--- src/rtl/rs_pkg.sv ---
package rs_pkg;
  timeunit 1ns;
  timeprecision 1ps;

  localparam int unsigned PIX_W   = 8;
  localparam int unsigned TAP_W   = 8;
  localparam int unsigned NTAPS   = 4;
  localparam int unsigned COEF_W  = NTAPS * TAP_W;
  localparam int unsigned NORM_SH = 6;
  localparam int          ROUND_ADD = 1 << (NORM_SH - 1);
  localparam int          PIX_MAX   = (1 << PIX_W) - 1;

  localparam int unsigned CFG_AW = 6;
  localparam int unsigned CFG_DW = 32;
  localparam logic [CFG_AW-1:0] A_STEP   = 6'd32;
  localparam logic [CFG_AW-1:0] A_INIT   = 6'd33;
  localparam logic [CFG_AW-1:0] A_OSIZE  = 6'd34;
  localparam logic [CFG_AW-1:0] A_COMMIT = 6'd35;

  // identity word: only the second tap (centre sample) is active, weight 64
  localparam logic [COEF_W-1:0] COEF_IDENT = 32'h0000_4000;

  typedef enum logic [1:0] {LN_IDLE, LN_RUN, LN_DRAIN} line_st_e;

  // weighted sum of the window, rounded, normalised and limited to pixel range
  function automatic logic [PIX_W-1:0] rs_fir(input logic [COEF_W-1:0]      coef,
                                              input logic [NTAPS*PIX_W-1:0] win);
    int sum;
    int tap;
    int pix;
    sum = 0;
    for (int j = 0; j < NTAPS; j++) begin
      tap = int'($signed(coef[j*TAP_W +: TAP_W]));
      pix = int'({1'b0, win[j*PIX_W +: PIX_W]});
      sum = sum + tap * pix;
    end
    sum = (sum + ROUND_ADD) >>> NORM_SH;
    if (sum < 0) return '0;
    if (sum > PIX_MAX) return '1;
    return PIX_W'(sum);
  endfunction
endpackage

--- src/rtl/rs_coef_bank.sv ---
module rs_coef_bank #(
  parameter int unsigned PHASES = 32,
  parameter int unsigned COEF_W = 32,
  parameter logic [COEF_W-1:0] INIT_COEF = '0,
  localparam int unsigned IDX_W = $clog2(PHASES)
) (
  input  logic              clk,
  input  logic              rst_n,
  input  logic              wr_en,
  input  logic [IDX_W-1:0]  wr_idx,
  input  logic [COEF_W-1:0] wr_data,
  input  logic              commit,
  input  logic [IDX_W-1:0]  rd_idx,
  output logic [COEF_W-1:0] rd_coef
);
  timeunit 1ns;
  timeprecision 1ps;

  logic [COEF_W-1:0] stage_q  [PHASES];
  logic [COEF_W-1:0] active_q [PHASES];

  always_ff @(posedge clk) begin
    if (!rst_n) begin
      for (int p = 0; p < PHASES; p++) begin
        stage_q[p]  <= INIT_COEF;
        active_q[p] <= INIT_COEF;
      end
    end else begin
      if (wr_en) stage_q[wr_idx] <= wr_data;
      if (commit) begin
        for (int p = 0; p < PHASES; p++) active_q[p] <= stage_q[p];
      end
    end
  end

  assign rd_coef = active_q[rd_idx];
endmodule

--- src/rtl/rs_window.sv ---
module rs_window #(
  parameter int unsigned PIX_W = 8,
  parameter int unsigned NTAPS = 4,
  parameter int unsigned POS_W = 18
) (
  input  logic                   clk,
  input  logic                   rst_n,
  input  logic                   clear,
  input  logic                   load,
  input  logic                   dup,
  input  logic [PIX_W-1:0]       din,
  output logic [NTAPS*PIX_W-1:0] win,
  output logic [POS_W-1:0]       pos
);
  timeunit 1ns;
  timeprecision 1ps;

  localparam int unsigned WIN_W = NTAPS * PIX_W;

  logic [WIN_W-1:0] win_q;
  logic [POS_W-1:0] pos_q;
  logic [PIX_W-1:0] new_px;

  // lowest byte holds the oldest sample, top byte the newest
  assign new_px = load ? din : win_q[WIN_W-1 -: PIX_W];

  always_ff @(posedge clk) begin
    if (!rst_n) begin
      win_q <= '0;
      pos_q <= '0;
    end else if (clear) begin
      pos_q <= '0;
    end else if (load || dup) begin
      pos_q <= pos_q + POS_W'(1);
      if (load && pos_q == '0) win_q <= {NTAPS{din}};
      else                     win_q <= {new_px, win_q[WIN_W-1:PIX_W]};
    end
  end

  assign win = win_q;
  assign pos = pos_q;
endmodule

--- src/rtl/polyphase_resampler.sv ---
module polyphase_resampler
  import rs_pkg::*;
#(
  parameter int unsigned PHASES = 32,
  parameter int unsigned SIZE_W = 16,
  parameter int unsigned FRAC_W = 16
) (
  input  logic              clk,
  input  logic              rst_n,
  input  logic              cfg_we,
  input  logic [CFG_AW-1:0] cfg_addr,
  input  logic [CFG_DW-1:0] cfg_wdata,
  input  logic              line_start,
  input  logic              in_valid,
  output logic              in_ready,
  input  logic [PIX_W-1:0]  in_data,
  input  logic              in_last,
  output logic              out_valid,
  input  logic              out_ready,
  output logic [PIX_W-1:0]  out_data,
  output logic              out_last
);
  timeunit 1ns;
  timeprecision 1ps;

  localparam int unsigned ACC_W = SIZE_W + FRAC_W;
  localparam int unsigned IDX_W = $clog2(PHASES);
  localparam int unsigned POS_W = SIZE_W + 2;
  localparam int unsigned AHEAD = NTAPS - 1;

  // ---------------- configuration registers ----------------
  logic [ACC_W-1:0]  step_q;
  logic [FRAC_W-1:0] init_q;
  logic [SIZE_W-1:0] osize_q;
  logic              coef_we, commit;

  assign coef_we = cfg_we && !cfg_addr[CFG_AW-1];
  assign commit  = cfg_we && (cfg_addr == A_COMMIT) && cfg_wdata[0];

  always_ff @(posedge clk) begin
    if (!rst_n) begin
      step_q  <= ACC_W'(1) << FRAC_W;
      init_q  <= '0;
      osize_q <= '0;
    end else if (cfg_we) begin
      if (cfg_addr == A_STEP)  step_q  <= cfg_wdata[ACC_W-1:0];
      if (cfg_addr == A_INIT)  init_q  <= cfg_wdata[FRAC_W-1:0];
      if (cfg_addr == A_OSIZE) osize_q <= cfg_wdata[SIZE_W-1:0];
    end
  end

  // ---------------- line sequencing state ----------------
  line_st_e          st_q;
  logic [ACC_W-1:0]  acc_q;
  logic [SIZE_W-1:0] out_cnt_q;
  logic              ended_q;

  logic [SIZE_W-1:0]      centre;
  logic [IDX_W-1:0]       phase;
  logic [POS_W-1:0]       need, pos;
  logic                   need_more;
  logic                   line_idle, line_run, line_drain, start_ok;
  logic                   in_fire, win_load, win_repeat, emit, final_emit;
  logic [NTAPS*PIX_W-1:0] win;
  logic [COEF_W-1:0]      coef;

  assign centre     = acc_q[ACC_W-1:FRAC_W];
  assign phase      = acc_q[FRAC_W-1 -: IDX_W];
  assign need       = POS_W'(centre) + POS_W'(AHEAD);
  assign need_more  = pos < need;
  assign line_idle  = (st_q == LN_IDLE);
  assign line_run   = (st_q == LN_RUN);
  assign line_drain = (st_q == LN_DRAIN);
  assign start_ok   = line_start && line_idle;

  assign in_ready   = !ended_q && ((line_run && need_more) || line_drain);
  assign in_fire    = in_valid && in_ready;
  assign win_load   = in_fire && line_run;
  assign win_repeat = line_run && ended_q && need_more;
  assign emit       = line_run && !need_more && (!out_valid || out_ready);
  assign final_emit = emit && (out_cnt_q == osize_q - SIZE_W'(1));

  always_ff @(posedge clk) begin
    if (!rst_n) begin
      st_q      <= LN_IDLE;
      acc_q     <= '0;
      out_cnt_q <= '0;
      ended_q   <= 1'b0;
    end else begin
      case (st_q)
        LN_IDLE: if (line_start) begin
          acc_q     <= ACC_W'(init_q);
          out_cnt_q <= '0;
          ended_q   <= 1'b0;
          st_q      <= (osize_q == '0) ? LN_DRAIN : LN_RUN;
        end
        LN_RUN: begin
          if (in_fire && in_last) ended_q <= 1'b1;
          if (emit) begin
            acc_q     <= acc_q + step_q;
            out_cnt_q <= out_cnt_q + SIZE_W'(1);
            if (final_emit) st_q <= ended_q ? LN_IDLE : LN_DRAIN;
          end
        end
        LN_DRAIN: if (in_fire && in_last) begin
          ended_q <= 1'b1;
          st_q    <= LN_IDLE;
        end
        default: st_q <= LN_IDLE;
      endcase
    end
  end

  // ---------------- datapath ----------------
  rs_coef_bank #(.PHASES(PHASES), .COEF_W(COEF_W), .INIT_COEF(COEF_IDENT)) u_bank (
    .clk     (clk),
    .rst_n   (rst_n),
    .wr_en   (coef_we),
    .wr_idx  (cfg_addr[IDX_W-1:0]),
    .wr_data (cfg_wdata[COEF_W-1:0]),
    .commit  (commit),
    .rd_idx  (phase),
    .rd_coef (coef)
  );

  rs_window #(.PIX_W(PIX_W), .NTAPS(NTAPS), .POS_W(POS_W)) u_win (
    .clk   (clk),
    .rst_n (rst_n),
    .clear (start_ok),
    .load  (win_load),
    .dup   (win_repeat),
    .din   (in_data),
    .win   (win),
    .pos   (pos)
  );

  always_ff @(posedge clk) begin
    if (!rst_n) begin
      out_valid <= 1'b0;
      out_data  <= '0;
      out_last  <= 1'b0;
    end else if (emit) begin
      out_valid <= 1'b1;
      out_data  <= rs_fir(coef, win);
      out_last  <= final_emit;
    end else if (out_ready) begin
      out_valid <= 1'b0;
    end
  end
endmodule

--- config.mk ---
export PLATFORM = sky130hd
export DESIGN_NAME = polyphase_resampler
export DESIGN_NICKNAME = d
export VERILOG_FILES = /design/src/rtl/rs_pkg.sv /design/src/rtl/rs_coef_bank.sv /design/src/rtl/rs_window.sv /design/src/rtl/polyphase_resampler.sv
export SDC_FILE = /design/constraint.sdc
export NUM_CORES = 2
export LEC_CHECK = 0
export BUFFER_PORTS_ARGS = -buffer_cell sky130_fd_sc_hd__buf_2
export CAP_MARGIN = 20
export CORE_ASPECT_RATIO = 0.9
export CORE_MARGIN = 4
export CORE_UTILIZATION = 40
export DETAILED_ROUTE_END_ITERATION = 8
export HOLD_SLACK_MARGIN = 0.1
export PLACE_DENSITY = 0.59
export SLEW_MARGIN = 15
export SYNTH_ARGS = -nofsm -noshare
export SYNTH_HDL_FRONTEND = slang
export SYNTH_SLANG_ARGS = --single-unit
export TNS_END_PERCENT = 20
--- constraint.sdc ---
create_clock -name clk -period 78.9 [get_ports clk]
set_clock_uncertainty 0.15 [all_clocks]
set_input_delay 7.89 -clock clk [delete_from_list [all_inputs] [get_ports clk]]
set_output_delay 7.89 -clock clk [all_outputs]
set_load 0.05 [all_outputs]
-- After elaboration in Yosys (flattened, before gate mapping)
Memory sizes are Yosys's and may differ from the RTL's. A register that Yosys moved wholly into a read port is not among the register bits.
Index checks and enable logic that the tools add are counted.
- register bits after elaboration: 175
- bits in writable memories: 2048
- input port bits: 53
- word-level logic and storage cells: 192
- memories kept: 2
- memories (name ; words ; width ; read ports ; clocked after Yosys merged registers in ; write ports ; RTL line ; text):
    u_bank.active_q ; 32 ; 32 ; 1 ; 1 ; 32 ; rs_coef_bank.sv:20 ; logic [COEF_W-1:0] active_q [PHASES];
    u_bank.stage_q ; 32 ; 32 ; 32 ; 0 ; 32 ; rs_coef_bank.sv:19 ; logic [COEF_W-1:0] stage_q [PHASES];
- add/subtract/negate cells: 9
- $mul: 4
- order comparisons: 3
- equal/unequal tests: 12
- mux-type cells: 75
- bitwise operators: 34
- reduce and logical (&&, ||, !) cells: 40
- operators with widths (kind ; number):
    32-bit 2-to-1 mux ; 36
    8-bit by 9-bit multiplier with 17-bit output ; 4
    32-bit case mux with 2 select lines ; 1
    8-bit 2-to-1 mux ; 5
    32-bit adder ; 1
    16-bit 2-to-1 mux ; 2
    1-bit bitwise OR ; 32
    16-bit case mux with 2 select lines ; 1
    32-bit OR reduction ; 1
    6-bit equality test, second input constant ; 4
    20-bit by 7-bit adder with 21-bit output, second input constant ; 1
    19-bit by 17-bit adder with 20-bit output ; 1
    18-bit by 17-bit adder with 19-bit output ; 1
    1-bit 2-to-1 mux ; 19
    17-bit by 17-bit adder with 18-bit output ; 1
    18-bit by 1-bit adder with 18-bit output, second input constant ; 1
    18-bit logical NOT ; 1
    18-bit by 17-bit < comparator with 1-bit output ; 1
    16-bit by 2-bit adder with 17-bit output, second input constant ; 1
    16-bit by 1-bit adder with 16-bit output, second input constant ; 1
    16-bit equality test ; 1
    16-bit logical NOT ; 1
    16-bit by 1-bit subtractor with 16-bit output, second input constant ; 1
    15-bit by 9-bit > comparator with 1-bit output, second input constant ; 1
    19 further kinds ; 58

-- Logic depth before layout (Yosys ltp)
- word-level depth: 14
- gate-level depth with buffers: 35

-- Cells and area by module
Synthesis repeated with hierarchy kept, for this count alone.
- cell total of the unflattened synthesis: 7958
- area total of the unflattened synthesis: 104569.0 sq um
- by module, submodules not included (module ; instances ; cells each ; area an instance (sq um) ; sequential area each (sq um)):
    rs_coef_bank ; 1 ; 5724 ; 85011.5 ; 61499.0
    polyphase_resampler ; 1 ; 1979 ; 17324.1 ; 2502.4
    rs_window ; 1 ; 255 ; 2233.4 ; 1001.0

-- Worst setup path after synthesis
Ideal clock, no wire load.
- kind: in2reg
- from: in cfg_addr[2]
- to: mem u_bank.active_q[0][0] (enable)
- library setup time: 3.838 ns
- arrival time: 79.734 ns
- path slack: -4.821 ns
- stages: 4
- path buffers: 1
- cell sequence: clkbuf_1 > nor3_1 > nand3_1 > o21ai_0
- RTL lines (what ; RTL line ; text):
    start, declared ; polyphase_resampler.sv:11 ; input logic [CFG_AW-1:0] cfg_addr,
    end, declared ; rs_coef_bank.sv:20 ;

-- Worst setup path in the final report
- from: reg acc_q[16]
- to: out in_ready
- word-level cells in the longest chain between the ends: 5
- RTL lines (what ; RTL line ; text):
    start, declared ; polyphase_resampler.sv:54 ; logic [ACC_W-1:0] acc_q;
    start signal, assigned ; polyphase_resampler.sv:92 ; acc_q <= ACC_W'(init_q);
    start signal, assigned ; polyphase_resampler.sv:100 ; acc_q <= acc_q + step_q;
    16-bit by 2-bit adder with 17-bit output ; polyphase_resampler.sv:69 ; assign need = POS_W'(centre) + POS_W'(AHEAD);
    18-bit by 17-bit < comparator with 1-bit output ; polyphase_resampler.sv:70 ; assign need_more = pos < need;
    1-bit logical AND ; polyphase_resampler.sv:76 ; assign in_ready = !ended_q && ((line_run && need_more) || line_drain);
    1-bit logical OR ; polyphase_resampler.sv:76 ;
    1-bit logical AND ; polyphase_resampler.sv:76 ;
    end, declared ; polyphase_resampler.sv:15 ; output logic in_ready,
No other way between the ends.

==> run metrics <==
uppermost layer routed met5; Synth Area in Compound Gates under 10%; detailed placer's ending HPWL ~160000 um; setup repair bufs after CTS 0; status finished clean; most common cell after layout, fill and taps aside edfxtp_1; core box area about 260000 um2; metal3 WL between 15000 and 20000 um; Tcrit/Tclk final 16.2%; Mapped Cells just over 7k; Clock Path Buffers 3; Die Area between 200000 and 300000 um2; CP Data Required Time about 71000 ps; vias in the first global route between 50k and 60k; post-synthesis mux area share ~7.4%; Int Pwr between 1.5 and 2 mW; DRT met1 WL approximately 120000 um; routed vias/inst roughly 5.2; Slew @ Worst Pin ~1100 ps; clk slew on worst S/H paths approximately 60 ps; Skew-Pair Late Insertion Delay between 800 and 900 ps; crit path capture type output pin; Seq pwr share a little over half; Sw Share between 20% and 30%; Fill cells 22.7k; count of input and output buffers 63; via count ~56k; antenna violation net count after detailed routing 0; Inserted Clock Buffers approximately 220; WL final approximately 260000 um; first-pass GRT wire length about 390000 um; MaxCap Viol Count 0; Setup crit start kind flip-flop; final hold violations 0; Final Max Tran Viols 0; PwrDens ~21 nW/um2; crit path time final 12760 ps; DR iter-0 viols between 5k and 6k; largest net degree at the start of global routing 256; Initial Util between 40% and 50%; routability cong. between 0.8 and 0.9; Layout area overhead 11.1%; global-route usage over all layers 19.8%; Clk pwr share approximately 41%; syn nets ~7.7k; Max VDD drop between 0.02 and 0.025 mV; ys flop type edfxtp_1; Arr. time, crit path ~4700 ps; Root Buffer clkbuf_16; first drt pass iteration count 5; Nets 7679; EDFF count, synth approximately 2k; XOR/XNOR share of the synthesized area less than 1%; Leak Pwr approximately 42 nW; DRC 0; kind of critical path flip-flop to output pin; met2 WL 125000 um; CTS tree done; Die Y roughly 490 um; synthesis warning total 0; Post-Route Utilization 44.6%; CTS sink cnt between 2k and 2.5k; # setup viols final 0; largest family of logic cells by synthesized area simple AND/OR/NAND/NOR gates; sequential fraction of the synthesis area 62.8%; CTS resizes 0; share of layout cells above drive strength 1 between 10% and 20%; async set-reset flop share out of synthesis 0%; HP Class flip-flop to flip-flop; DIE WIDTH 545 um; Row Count ~180; fmax between 0.07 and 0.08 GHz; synthesized flop and latch total ~2.2k; RSZ-0062 raised after global routing false; Slew HR between 20% and 30%; internal reg-to-reg setup slack 66760 ps; most frequent cells in the layout edfxtp_1 (2048), and2_1 (2022), inv_1 (358); grt total ovfl 0; Worst Path Max Fanout 6; switching pwr roughly 0.55 mW; Yosys cell types 79; Ports 64; synthesized area between 100000 and 150000 um2; adder-cell share of the synthesized area 7.09%; Comb power frac about 4.7%; cts hold-fix bufs 0; DR WL/cell between 20 and 25 um; Avg Synthesized Cell Area between 10 and 15 um2; # H-tree levels 4; Synth Area in Simple Gates about 16%; initial antenna violation count 31; Setup TNS 0 ps
synthesized netlist by cell type (9+ instances only):
cell | number | share of area, %
or3_1 | 41 | 0.25
inv_1 | 358 | 1.3
buf_1 | 44 | 0.16
a21oi_1 | 47 | 0.23
mux4_2 | 310 | 6.7
dfxtp_1 | 180 | 3.5
o21ai_0 | 86 | 0.42
fa_1 | 238 | 4.6
and2_1 | 2022 | 12
and3_1 | 17 | 0.10
a211oi_1 | 36 | 0.26
a21boi_0 | 75 | 0.54
buf_2 | 13 | 0.063
nand2b_1 | 87 | 0.52
or2_2 | 13 | 0.078
a22oi_1 | 10 | 0.072
ha_1 | 207 | 2.5
nand2_1 | 236 | 0.85
nor3_1 | 35 | 0.17
nor2b_1 | 148 | 0.89
nand3_1 | 43 | 0.21
mux2i_1 | 52 | 0.50
a221oi_1 | 13 | 0.11
xor2_1 | 48 | 0.41
mux2_2 | 9 | 0.098
o21a_1 | 10 | 0.072
a31oi_1 | 10 | 0.060
xnor2_1 | 51 | 0.43
edfxtp_1 | 2048 | 59
nor2_1 | 162 | 0.59
clkbuf_1 | 424 | 1.5
a21o_1 | 30 | 0.22
nand4_1 | 23 | 0.14
path summary, 6_finish.rpt:
path | startpoint | endpoint | depth (start not counted)
worst max register to register | flip-flop | out_data[6] | 30
worst max-delay path | acc_q[16] | in_ready | 14
worst min-delay path | init_q[10] | init_q[10] | 2
worst min register to register | init_q[10] | init_q[10] | 2
state kept, by name, summed over array words and instances (netlist names), 8 cells and up, named ones only:
name / count
u_bank.stage_q: 1024
init_q: 16
osize_q: 16
u_bank.active_q: 1024
u_win.win: 32
acc_q: 32
step_q: 32
u_win.pos: 18
out_data: 8
out_cnt_q: 16
per-stage QoR:
step | hold slack, ps | total power, mW | cell area [um2] | worst slack (ps) | std cells
finish | 307 | 2.48 | 115000 | 66140 | 10800
global route | 326 | 2.56 | 115000 | 65760 | 10800
CTS | 307 | 2.50 | 115000 | 66050 | 10800
detailed placement | 297 | 1.49 | 108000 | 65250 | 10400
global placement | 294 | 1.49 | 108000 | 65320 | 10400
floorplan | 285 | 1.49 | 104000 | 22880 | 7237
power by group through the flow:
stage	clock network, mW	logic [mW]	registers, mW
floorplan	0	0.0687	1.42
global placement	0	0.116	1.37
detailed placement	0	0.118	1.37
CTS	1.03	0.118	1.35
global route	1.08	0.127	1.35
finish	1.01	0.116	1.35
critical path, cell delays in order (launching register included):
cell and delay, ps:
dfxtp_1 430, inv_1 70, ha_1 250, nor3_1 430
and4_1 310, nand2_1 80, xor2_1 160, ha_1 300
a211o_1 300, a2111oi_0 320, a21o_1 210, a21oi_1 180
o21ba_2 300, nor2_1 210, buf_2 320
cells by family (layout without fill, tap and decap cells):
| group | count (synthesis) | count (layout) |
|---|---|---|
| buf+inv | 843 | 974 |
| compound gates | 376 | 376 |
| flops | 2228 | 2228 |
| simple gates | 2874 | 2874 |
| xor+xnor | 99 | 99 |
| fa+ha+maj | 445 | 445 |
| other cells | 0 | 15 |
| mux | 372 | 372 |
per-layer routing:
metal	global-route usage, %	vias to the layer above
li1	-	25200
met3	2.76	337
met2	31.7	1720
met4	4.84	2
met1	28.7	29200
met5	0	-
final cells by class:
cell class | count | area [um2] | area share, %
clock buffers | 270 | 5710 | 4.96
inverters | 358 | 1340 | 1.17
clock inverters | 137 | 1150 | 0.996
diodes | 15 | 37.5 | 0.0326
flip-flops and latches | 2228 | 65100 | 56.5
well taps | 3401 | 4260 | 3.69
repair buffers | 209 | 1530 | 1.33
multi-input cells | 4166 | 36100 | 31.3
Power figures use the tool's default switching activity.
